**config.mk**
```make
export PLATFORM = sky130hd
export DESIGN_NAME = cmd_decoder
export DESIGN_NICKNAME = d
export VERILOG_FILES = /design/src/rtl/cmdec_pkg.sv /design/src/rtl/fc_decode.sv /design/src/rtl/bt_parser.sv /design/src/rtl/ack_gen.sv /design/src/rtl/cmd_decoder.sv
export SDC_FILE = /design/constraint.sdc
export NUM_CORES = 1
export LEC_CHECK = 0
export ABC_AREA = 1
export BUFFER_PORTS_ARGS = -buffer_cell sky130_fd_sc_hd__buf_4
export CAP_MARGIN = 20
export CORE_UTILIZATION = 56
export CTS_BUF_LIST = sky130_fd_sc_hd__clkbuf_8
export DETAILED_ROUTE_END_ITERATION = 12
export PLACE_DENSITY = 0.83
export REMOVE_ABC_BUFFERS = 1
export SYNTH_ARGS = -nofsm -noshare
export SYNTH_HDL_FRONTEND = slang
export SYNTH_SLANG_ARGS = --single-unit
```
**constraint.sdc**
```tcl
create_clock -name clk -period 1.9 [get_ports clk]
set_input_delay 0.095 -clock clk [delete_from_list [all_inputs] [get_ports clk]]
set_output_delay 0.095 -clock clk [all_outputs]
set_load 0.05 [all_outputs]
```
**src/rtl/cmdec_pkg.sv**
```systemverilog
package cmdec_pkg;
   localparam int FC_N = 6;
   localparam int BT_N = 11;
   localparam int WORD_W = 16;
   localparam logic [7:0] FC_CODES [FC_N] = '{8'h21, 8'h22, 8'h42, 8'h62, 8'h6F, 8'h8F};
   localparam int FC_GATE_ON  = 2;
   localparam int FC_GATE_OFF = 3;
   localparam logic [11:0] BT_TYPE   = 12'h002;
   localparam logic [15:0] MOD_RESET = 16'h0004;
   localparam logic [15:0] MOD_MODE  = 16'h0006;
   localparam logic [15:0] MOD_STAT  = 16'h0012;
   localparam logic [15:0] MOD_BANK  = 16'h001C;
   localparam logic [15:0] ACK_ID    = 16'hBABA;

   typedef enum logic [2:0] {
      W_IDLE = 3'd0, W_ID = 3'd1, W_MOD = 3'd2, W_SIZE = 3'd3, W_DATA = 3'd4, W_DONE = 3'd5
   } wpos_t;
endpackage

```
**src/rtl/fc_decode.sv**
```systemverilog
module fc_decode
   import cmdec_pkg::*;
(
   input  logic            valid,
   input  logic [7:0]      code,
   output logic [FC_N-1:0] hit,
   output logic            ack_req
);
   for (genvar i = 0; i < FC_N; i++) begin : g_match
      assign hit[i] = valid && (code == FC_CODES[i]);
   end
   // index 0 (global reset) never requests an acknowledge
   assign ack_req = |hit[FC_N-1:1];
endmodule

```
**src/rtl/bt_parser.sv**
```systemverilog
module bt_parser
   import cmdec_pkg::*;
(
   input  logic              clk,
   input  logic              rst_n,
   input  logic              valid,
   input  logic              first,
   input  logic [WORD_W-1:0] word,
   output logic [BT_N-1:0]   set,
   output logic              bad,
   output logic [3:0]        nib
);
   wpos_t       pos;
   logic        type_ok;
   logic        size_ok;
   logic [15:0] mod_q;
   logic        data_cyc;
   logic        onehot;
   logic [BT_N-1:0] mapped;

   always_ff @(posedge clk or negedge rst_n) begin
      if (!rst_n) begin
         pos     <= W_IDLE;
         type_ok <= 1'b0;
         size_ok <= 1'b0;
         mod_q   <= '0;
         nib     <= '0;
      end else if (valid) begin
         if (first) begin
            pos     <= W_ID;
            type_ok <= (word[11:0] == BT_TYPE);
            nib     <= word[15:12];
         end else begin
            case (pos)
               W_ID:   pos <= W_MOD;
               W_MOD:  begin mod_q <= word; pos <= W_SIZE; end
               W_SIZE: begin size_ok <= (word == 16'h0001); pos <= W_DATA; end
               W_DATA: pos <= W_DONE;
               default: pos <= pos;
            endcase
         end
      end
   end

   assign data_cyc = valid && !first && (pos == W_DATA);
   assign onehot   = ($countones(word) == 1);

   always_comb begin
      mapped = '0;
      case (mod_q)
         MOD_RESET: begin
            mapped[0] = word[0];
            mapped[1] = word[1];
            mapped[2] = word[2];
            mapped[3] = word[3];
            mapped[4] = word[7];
         end
         MOD_MODE: mapped[5] = word[0];
         MOD_STAT: begin
            mapped[6] = word[0];
            mapped[7] = word[1];
         end
         MOD_BANK: mapped[10:8] = word[2:0];
         default:  mapped = '0;
      endcase
   end

   assign set = (data_cyc && type_ok && size_ok && onehot) ? mapped : '0;
   assign bad = data_cyc && type_ok && (!size_ok || !onehot);


   one_action_chk: assert property (@(posedge clk) disable iff (!rst_n) $onehot0(set));

   bad_no_action_chk: assert property (@(posedge clk) disable iff (!rst_n) bad |-> (set == '0));
endmodule

```
**src/rtl/ack_gen.sv**
```systemverilog
module ack_gen
   import cmdec_pkg::*;
(
   input  logic              clk,
   input  logic              rst_n,
   input  logic              trig,
   input  logic [7:0]        code,
   output logic              valid,
   output logic [WORD_W-1:0] word
);
   logic       second;
   logic [7:0] code_q;

   always_ff @(posedge clk or negedge rst_n) begin
      if (!rst_n) begin
         valid  <= 1'b0;
         word   <= '0;
         second <= 1'b0;
         code_q <= '0;
      end else if (trig) begin
         valid  <= 1'b1;
         word   <= ACK_ID;
         code_q <= code;
         second <= 1'b1;
      end else if (second) begin
         word   <= {8'h00, code_q};
         second <= 1'b0;
      end else begin
         valid  <= 1'b0;
      end
   end


   ack_head_chk: assert property (@(posedge clk) disable iff (!rst_n) $rose(valid) |-> (word == ACK_ID));

   ack_two_words_chk: assert property (@(posedge clk) disable iff (!rst_n)
      (valid && word == ACK_ID) |=> valid);
endmodule

```
**src/rtl/cmd_decoder.sv**
```systemverilog
module cmd_decoder
   import cmdec_pkg::*;
#(
   parameter int CNT_W    = 8,
   parameter bit AUTO_ACK = 1'b1
) (
   input  logic              clk,
   input  logic              rst_n,
   input  logic              fc_valid,
   input  logic [7:0]        fc_code,
   input  logic              echo_off,
   input  logic              pkt_valid,
   input  logic              pkt_first,
   input  logic [15:0]       pkt_word,
   input  logic [5:0]        fc_clr,
   input  logic [10:0]       bt_clr,
   output logic [5:0]        fc_pend,
   output logic [10:0]       bt_pend,
   output logic              gate_open,
   output logic [3:0]        port_nib,
   output logic [CNT_W-1:0]  bad_count,
   output logic              ack_valid,
   output logic [15:0]       ack_word
);
   localparam logic [CNT_W-1:0] CNT_MAX = '1;

   if (CNT_W < 1) begin : g_bad_cnt_w
      $error("CNT_W must be at least 1");
   end
   if (FC_N != 6 || BT_N != 11) begin : g_bad_shape
      $error("command register widths do not match the port list");
   end

   logic [FC_N-1:0] fc_hit;
   logic            ack_req;
   logic [BT_N-1:0] bt_set;
   logic            bt_bad;

   fc_decode u_fc (
      .valid   (fc_valid),
      .code    (fc_code),
      .hit     (fc_hit),
      .ack_req (ack_req)
   );

   bt_parser u_bt (
      .clk   (clk),
      .rst_n (rst_n),
      .valid (pkt_valid),
      .first (pkt_first),
      .word  (pkt_word),
      .set   (bt_set),
      .bad   (bt_bad),
      .nib   (port_nib)
   );

   if (AUTO_ACK) begin : g_ack
      ack_gen u_ack (
         .clk   (clk),
         .rst_n (rst_n),
         .trig  (ack_req && !echo_off),
         .code  (fc_code),
         .valid (ack_valid),
         .word  (ack_word)
      );
   end else begin : g_no_ack
      assign ack_valid = 1'b0;
      assign ack_word  = '0;
   end

   always_ff @(posedge clk or negedge rst_n) begin
      if (!rst_n) begin
         fc_pend   <= '0;
         bt_pend   <= '0;
         gate_open <= 1'b0;
         bad_count <= '0;
      end else begin
         fc_pend <= (fc_pend & ~fc_clr) | fc_hit;
         bt_pend <= (bt_pend & ~bt_clr) | bt_set;
         if (fc_hit[FC_GATE_ON])
            gate_open <= 1'b1;
         else if (fc_hit[FC_GATE_OFF])
            gate_open <= 1'b0;
         if (bt_bad && bad_count != CNT_MAX)
            bad_count <= bad_count + 1'b1;
      end
   end

   for (genvar i = 0; i < FC_N; i++) begin : g_fc_chk

      fc_hold_chk: assert property (@(posedge clk) disable iff (!rst_n)
         (fc_pend[i] && !fc_clr[i]) |=> fc_pend[i]);
   end
   for (genvar j = 0; j < BT_N; j++) begin : g_bt_chk

      bt_hold_chk: assert property (@(posedge clk) disable iff (!rst_n)
         (bt_pend[j] && !bt_clr[j]) |=> bt_pend[j]);
   end


   gate_open_chk: assert property (@(posedge clk) disable iff (!rst_n)
      (fc_valid && fc_code == 8'h42) |=> gate_open);

   gate_close_chk: assert property (@(posedge clk) disable iff (!rst_n)
      (fc_valid && fc_code == 8'h62) |=> !gate_open);

   bad_monotonic_chk: assert property (@(posedge clk) disable iff (!rst_n)
      1'b1 |=> (bad_count >= $past(bad_count)));

   reset_no_ack_chk: assert property (@(posedge clk) disable iff (!rst_n)
      (fc_valid && fc_code == 8'h21) |=> !(ack_valid && ack_word == 16'hBABA));
endmodule

```
# Word level (Yosys, flattened, before mapping)
# Index checks and enable logic that the tools add are counted.
# totals
ff_bits,77
latch_bits,0
mem_bits_rw,0
mem_bits_ro,0
inputBits,47
out_inout_bits,47
wordCells,96
memories,0
# classes
addsub,16
multipliers,0
div_mod_pow,0
order_cmp,0
n_eq_ne,19
shifts,0
muxes,14
n_bitwise,7
reduce_logical,27
# ops
cell,n
adder 32 bit,7
"== test 16 x 3 -> 1 bit, second input constant",2
"== test 16 x 5 -> 1 bit, second input constant",2
"== test 32 x 2 -> 1 bit, second input constant",1
2-to-1 mux 16 bit,2
"== test 8 x 7 -> 1 bit, second input constant",3
adder 1 x 1 -> 2 bit,8
"== test 16 x 1 -> 1 bit, second input constant",1
"== test 8 x 6 -> 1 bit, second input constant",2
logical AND 1 bit,14
"== test 12 x 2 -> 1 bit, second input constant",1
one-hot mux 3 bit (4 select lines),1
AND 11 bit,1
2-to-1 mux 11 bit,1
inverter 11 bit,1
bitwise OR 11 bit,1
"adder 8 x 1 -> 8 bit, second input constant",1
"== test 8 bit, second input constant",1
"inequality test 8 bit, second input constant",1
AND 6 bit,1
"== test 3 x 2 -> 1 bit, second input constant",2
2-to-1 mux 1 bit,6
2-to-1 mux 3 bit,2
inverter 6 bit,1
14 further kinds,20

# Depth between registers and ports, before layout
# depth
word_depth,9
mapped_depth,21

# Hierarchy
# A second synthesis with hierarchy kept.
# unflattened
hier_cells,460
hier_area_um2,3793.6
# modules_own_cells
mod,instances,cells_per_inst,area_per_inst_um2
bt_parser,1,221,1745.4
cmd_decoder,1,120,1114.8
ack_gen,1,84,770.7
fc_decode,1,35,162.7

# Worst setup path after synthesis
# No wires, ideal clock.
# synth_timing
kind,in2reg
start,in pkt_word[14]
end,reg bad_count[3]
setup_ns,0.123
arrival_ns,3.746
setup_slack_ns,-1.968
cell_stages,19
n_path_buf,1
cell_sequence,inv_1 -> ha_1 -> inv_1 -> fa_1 -> fa_1 -> fa_1 -> inv_1 -> fa_1 -> ha_1 -> fa_1 -> xnor2_1 -> nand2_1 -> nor2_1 -> nand3b_1 -> nand2_1 -> buf_6 -> nor2_1 -> nand2_1 -> nand2_1
# synth_via
elab_chain_len,9
# synth_rtl
item,line,text
"start, declared",cmd_decoder.sv:14,"input logic [15:0] pkt_word,"
adder 1 x 1 -> 2 bit (implied by the code),bt_parser.sv:46,assign onehot = ($countones(word) == 1);
adder 32 bit (implied by the code) (3 in a row),bt_parser.sv:46,
== test 32 x 2 -> 1 bit,bt_parser.sv:46,
logical NOT 1 bit,bt_parser.sv:69,assign bad = data_cyc && type_ok && (!size_ok || !onehot);
logical OR 1 bit,bt_parser.sv:69,
logical AND 1 bit,bt_parser.sv:69,
logical AND 1 bit,cmd_decoder.sv:84,if (bt_bad && bad_count != CNT_MAX)
"end signal, assigned",cmd_decoder.sv:85,bad_count <= bad_count + 1'b1;
"end, declared",cmd_decoder.sv:21,"output logic [CNT_W-1:0] bad_count,"
# No other way between the ends.
# A chain may end at the register's enable or synchronous reset.

# Worst setup path in the final report
# layout_timing
start,in pkt_word[8]
end,reg bad_count[3]
# Same word-level chain as after synthesis.

==> results.cfg <==
[status]
status = finished, violations left
violations = setup timing

[power_and_ir_drop]
power.total_mw = 5.339
power_density_nw_per_um2 = 979.7
peakVddDrop_v = 0.0006018
total_leakage_power_nw = 2.791
internal_power_mw = 3.298
p_sw_mw = 2.041
switching_share_pct = 38.23
clockPowerShare_pct = 25.5
p_comb_share_pct = 37.7
p_seq_share_pct = 36.8

[route]
dr_total_vias = 3594
vias_per_cell = 5.413
wl_um = 10780
firstDrtPassIters = 5
final_antenna_net_count = 0
post_drt_wl_per_cell_um = 16.23
drt-initial-drc-count = 202
drc = 0

[global_routing]
gr-usage-all-layers_pct = 30.35
overflow = 0
grt_pass1_vias = 3614
grt_pass1_wl_um = 16850
grt_max_degree = 40
antenna_found_initial = 0

[timing]
worst_slack_ps = -1790
final_hold_viol_count = 0
slew_headroom_pct = 66.63
worst_pin_slew_ps = 500.5
finalClockSkew_ps = 9.921
slew_viol_final = 0
fmax_ghz = 0.2710
period_share_pct = 194.2
finalCriticalPeriod_ps = 3690
rsz0062_at_grt = true
setup_violations = 19

[clock_network]
clk_pin_slew_worst_paths_ps = 70
cts_buffers = 9
h-tree-depth = 3
clockRootBuffer = clkbuf_8
cts.sinks = 70
cts_tree = done
cts.path.max_buffers = 2
clkLatencyLatePin_ps = 360

[synthesis]
yosysWarnings = 0
synth_top_area_cell = dfrtp_1
ys_types = 34
synth_top_cell_area_share_pct = 44.93
ys_ff_latch = 70
synthArstFlopShare_pct = 100.0
yosys-top-cells-area = dfrtp_1 (45%), nand2_1 (9.2%), inv_1 (8.4%), ha_1 (7.4%), fa_1 (5.6%)
postSynthAreaPerCell_um2 = 8.626
synth_seq_area_share_pct = 44.93
synth_edf_count = 0
syn_area_um2 = 3899
synth_cells = 452
synthFlopType = dfrtp_1

[floorplanning]
coreArea_um2 = 6756
io_pins = 94
die_h_um = 85.44
initial_utilization_pct = 57.70
dieArea_um2 = 7300
rows = 30
die_x_um = 85.44

[worst_hold_path]
hp-class = in -> reg

[setup_path]
crit_family = adder cells
cp_max_fo = 7
crit_path_top_delay_cell = fa_1
required_ps = 2140
crit_top_cell = fa_1
cp-end-kind = flop
critPathKind = in -> reg
slowest_delay_ps = 590
crit_chain = buf_8 -> ha_4 -> inv_2 -> fa_1 -> fa_1 -> fa_1 -> inv_2 -> fa_1 -> ha_2 -> fa_2 -> inv_2 -> nand2_2 -> nor2_1 -> nand3b_1 -> nand2_2 -> buf_6 -> o21ai_2 -> nand2_1
crit_path_start_kind = input pin
worst-path-buf-inv = 5
cp_data_arrival_time_ps = 3930

[layout]
final_common_cell = buf_4
mostFrequentLayoutCells = buf_4 (95), nand2_1 (89), dfrtp_1 (70)
fin_cells = 664
n_antenna_cell = 0
syn_to_final_growth_pct = 39.79
drive_above_1_share_pct = 36.47
nets = 660

[placement]
place_congestion = 0.8393
port_buffers = 90
placedCellCount = 624
place_hpwl_um = 6428

[run]
drv_cap = 0
==> per-layer routing <==
layer | vias up | track usage, % | share of wire [%]
li1 | 1650 | - | -
met1 | 1717 | 35.50 | 38
met2 | 181 | 52.58 | 53
met3 | 46 | 6.031 | 5.5
met4 | 0 | 16.36 | 4.1
met5 | - | 0 | 0
==> synthesized netlist by cell type, types with 2 or more instances <==
cell      instances
a21oi_1           2
buf_4             7
buf_6             2
clkbuf_1          3
dfrtp_1          70
fa_1             11
ha_1             23
inv_1            87
inv_2             5
nand2_1          96
nand2_2           5
nand3_1          24
nand3_2           5
nand3b_1          3
nand4_1           2
nor2_1           26
nor2_2            5
nor3_1            4
nor4_1            2
o21ai_0          38
o21ai_1           6
o21ai_2           3
o22ai_1           7
o41ai_1           2
xnor2_1           4
xor2_1            2
==> timing repair <==
item / CTS / global route
buffers inserted: 3 / 2
cloned: 0 / 0
resized for setup: 72 / 25
hold endpoints to repair: 57 / 0
hold buffers: 19 / 0
setup endpoints to repair: 19 / 19
pin swaps: 18 / 19
==> registers in the layout (all words and copies together), names as in the netlist <==
| register | flops |
|---|---|
| u_bt.mod_q | 16 |
| bt_pend | 11 |
| g_ack.u_ack.word | 9 |
| bad_count | 8 |
| g_ack.u_ack.code_q | 8 |
| fc_pend | 6 |
| u_bt.nib | 4 |
| u_bt.pos | 3 |
| g_ack.u_ack.second | 1 |
| g_ack.u_ack.valid | 1 |
| gate_open | 1 |
| u_bt.size_ok | 1 |
| u_bt.type_ok | 1 |
==> cell type report <==
| type | count | area [um^2] |
|---|---|---|
| repair buffers | 128 | 1089 |
| flip-flops and latches | 70 | 1752 |
| clock inverters | 6 | 86.33 |
| inverters | 92 | 365.4 |
| multi-input cells | 278 | 1921 |
| fillers | 406 | 1306 |
| well taps | 80 | 100.1 |
| clock buffers | 10 | 137.6 |
==> tightest hold or removal path, cell delays in order <==
cell and delay [ps]:
buf_4 100, nand2_1 80, nand2_1 60
==> final timing paths <==
path	end	startpoint	slack, ps	cells after the start
setup reg to reg	bt_pend[3]$_DFF_PN0_	u_bt.mod_q[15]$_DFFE_PN0P_	280	7
setup / recovery	bad_count[3]$_DFFE_PN0P_	pkt_word[8]	-1790	18
min in group asynchronous	bad_count[5]$_DFFE_PN0P_	rst_n	260	2
hold / removal	g_ack.u_ack.code_q[2]$_DFFE_PN0P_	fc_code[3]	20	3
hold reg to reg	g_ack.u_ack.code_q[1]$_DFFE_PN0P_	g_ack.u_ack.code_q[1]$_DFFE_PN0P_	470	2
max in group asynchronous	g_ack.u_ack.word[2]$_DFFE_PN0P_	rst_n	1100	3
==> power by group through the flow <==
stage	Clock, mW	Sequential [mW]	Combinational [mW]
after CTS	1.37	1.94	1.72
after global placement	0	1.94	1.51
after floorplan	0	2.17	0.888
final	1.36	1.97	2.01
after detailed placement	0	1.97	1.60
after global routing	1.44	1.99	2.17
==> kinds of logic after synthesis <==
family                   share of synthesized area (%)
other                                          0.09618
XOR/XNOR                                         1.348
adder cells (fa/ha/maj)                          13.03
AND/OR/NAND/NOR                                  20.44
flip-flops                                       44.93
buffers and inverters                            11.59
AO/OA/AOI/OAI                                    8.569
==> metrics by stage <==
stage / worst slack (ps) / setup TNS [ps] / hold slack, ps / util, % / instance area [um^2]
global route: -1885 / -34660 / 21.37 / 80.67 / 5450
finish: -1790 / -33200 / 16.52 / 80.67 / 5450
floorplan: -2092 / -36820 / -200.6 / - / 3800
CTS: -1705 / -31490 / 13.81 / 79.20 / 5351
detailed placement: -2346 / -42780 / 106.2 / 69.46 / 4693
global placement: -2182 / -40520 / 100.7 / 69.46 / 4693
Note: power is estimated with default switching activity, not from simulation.
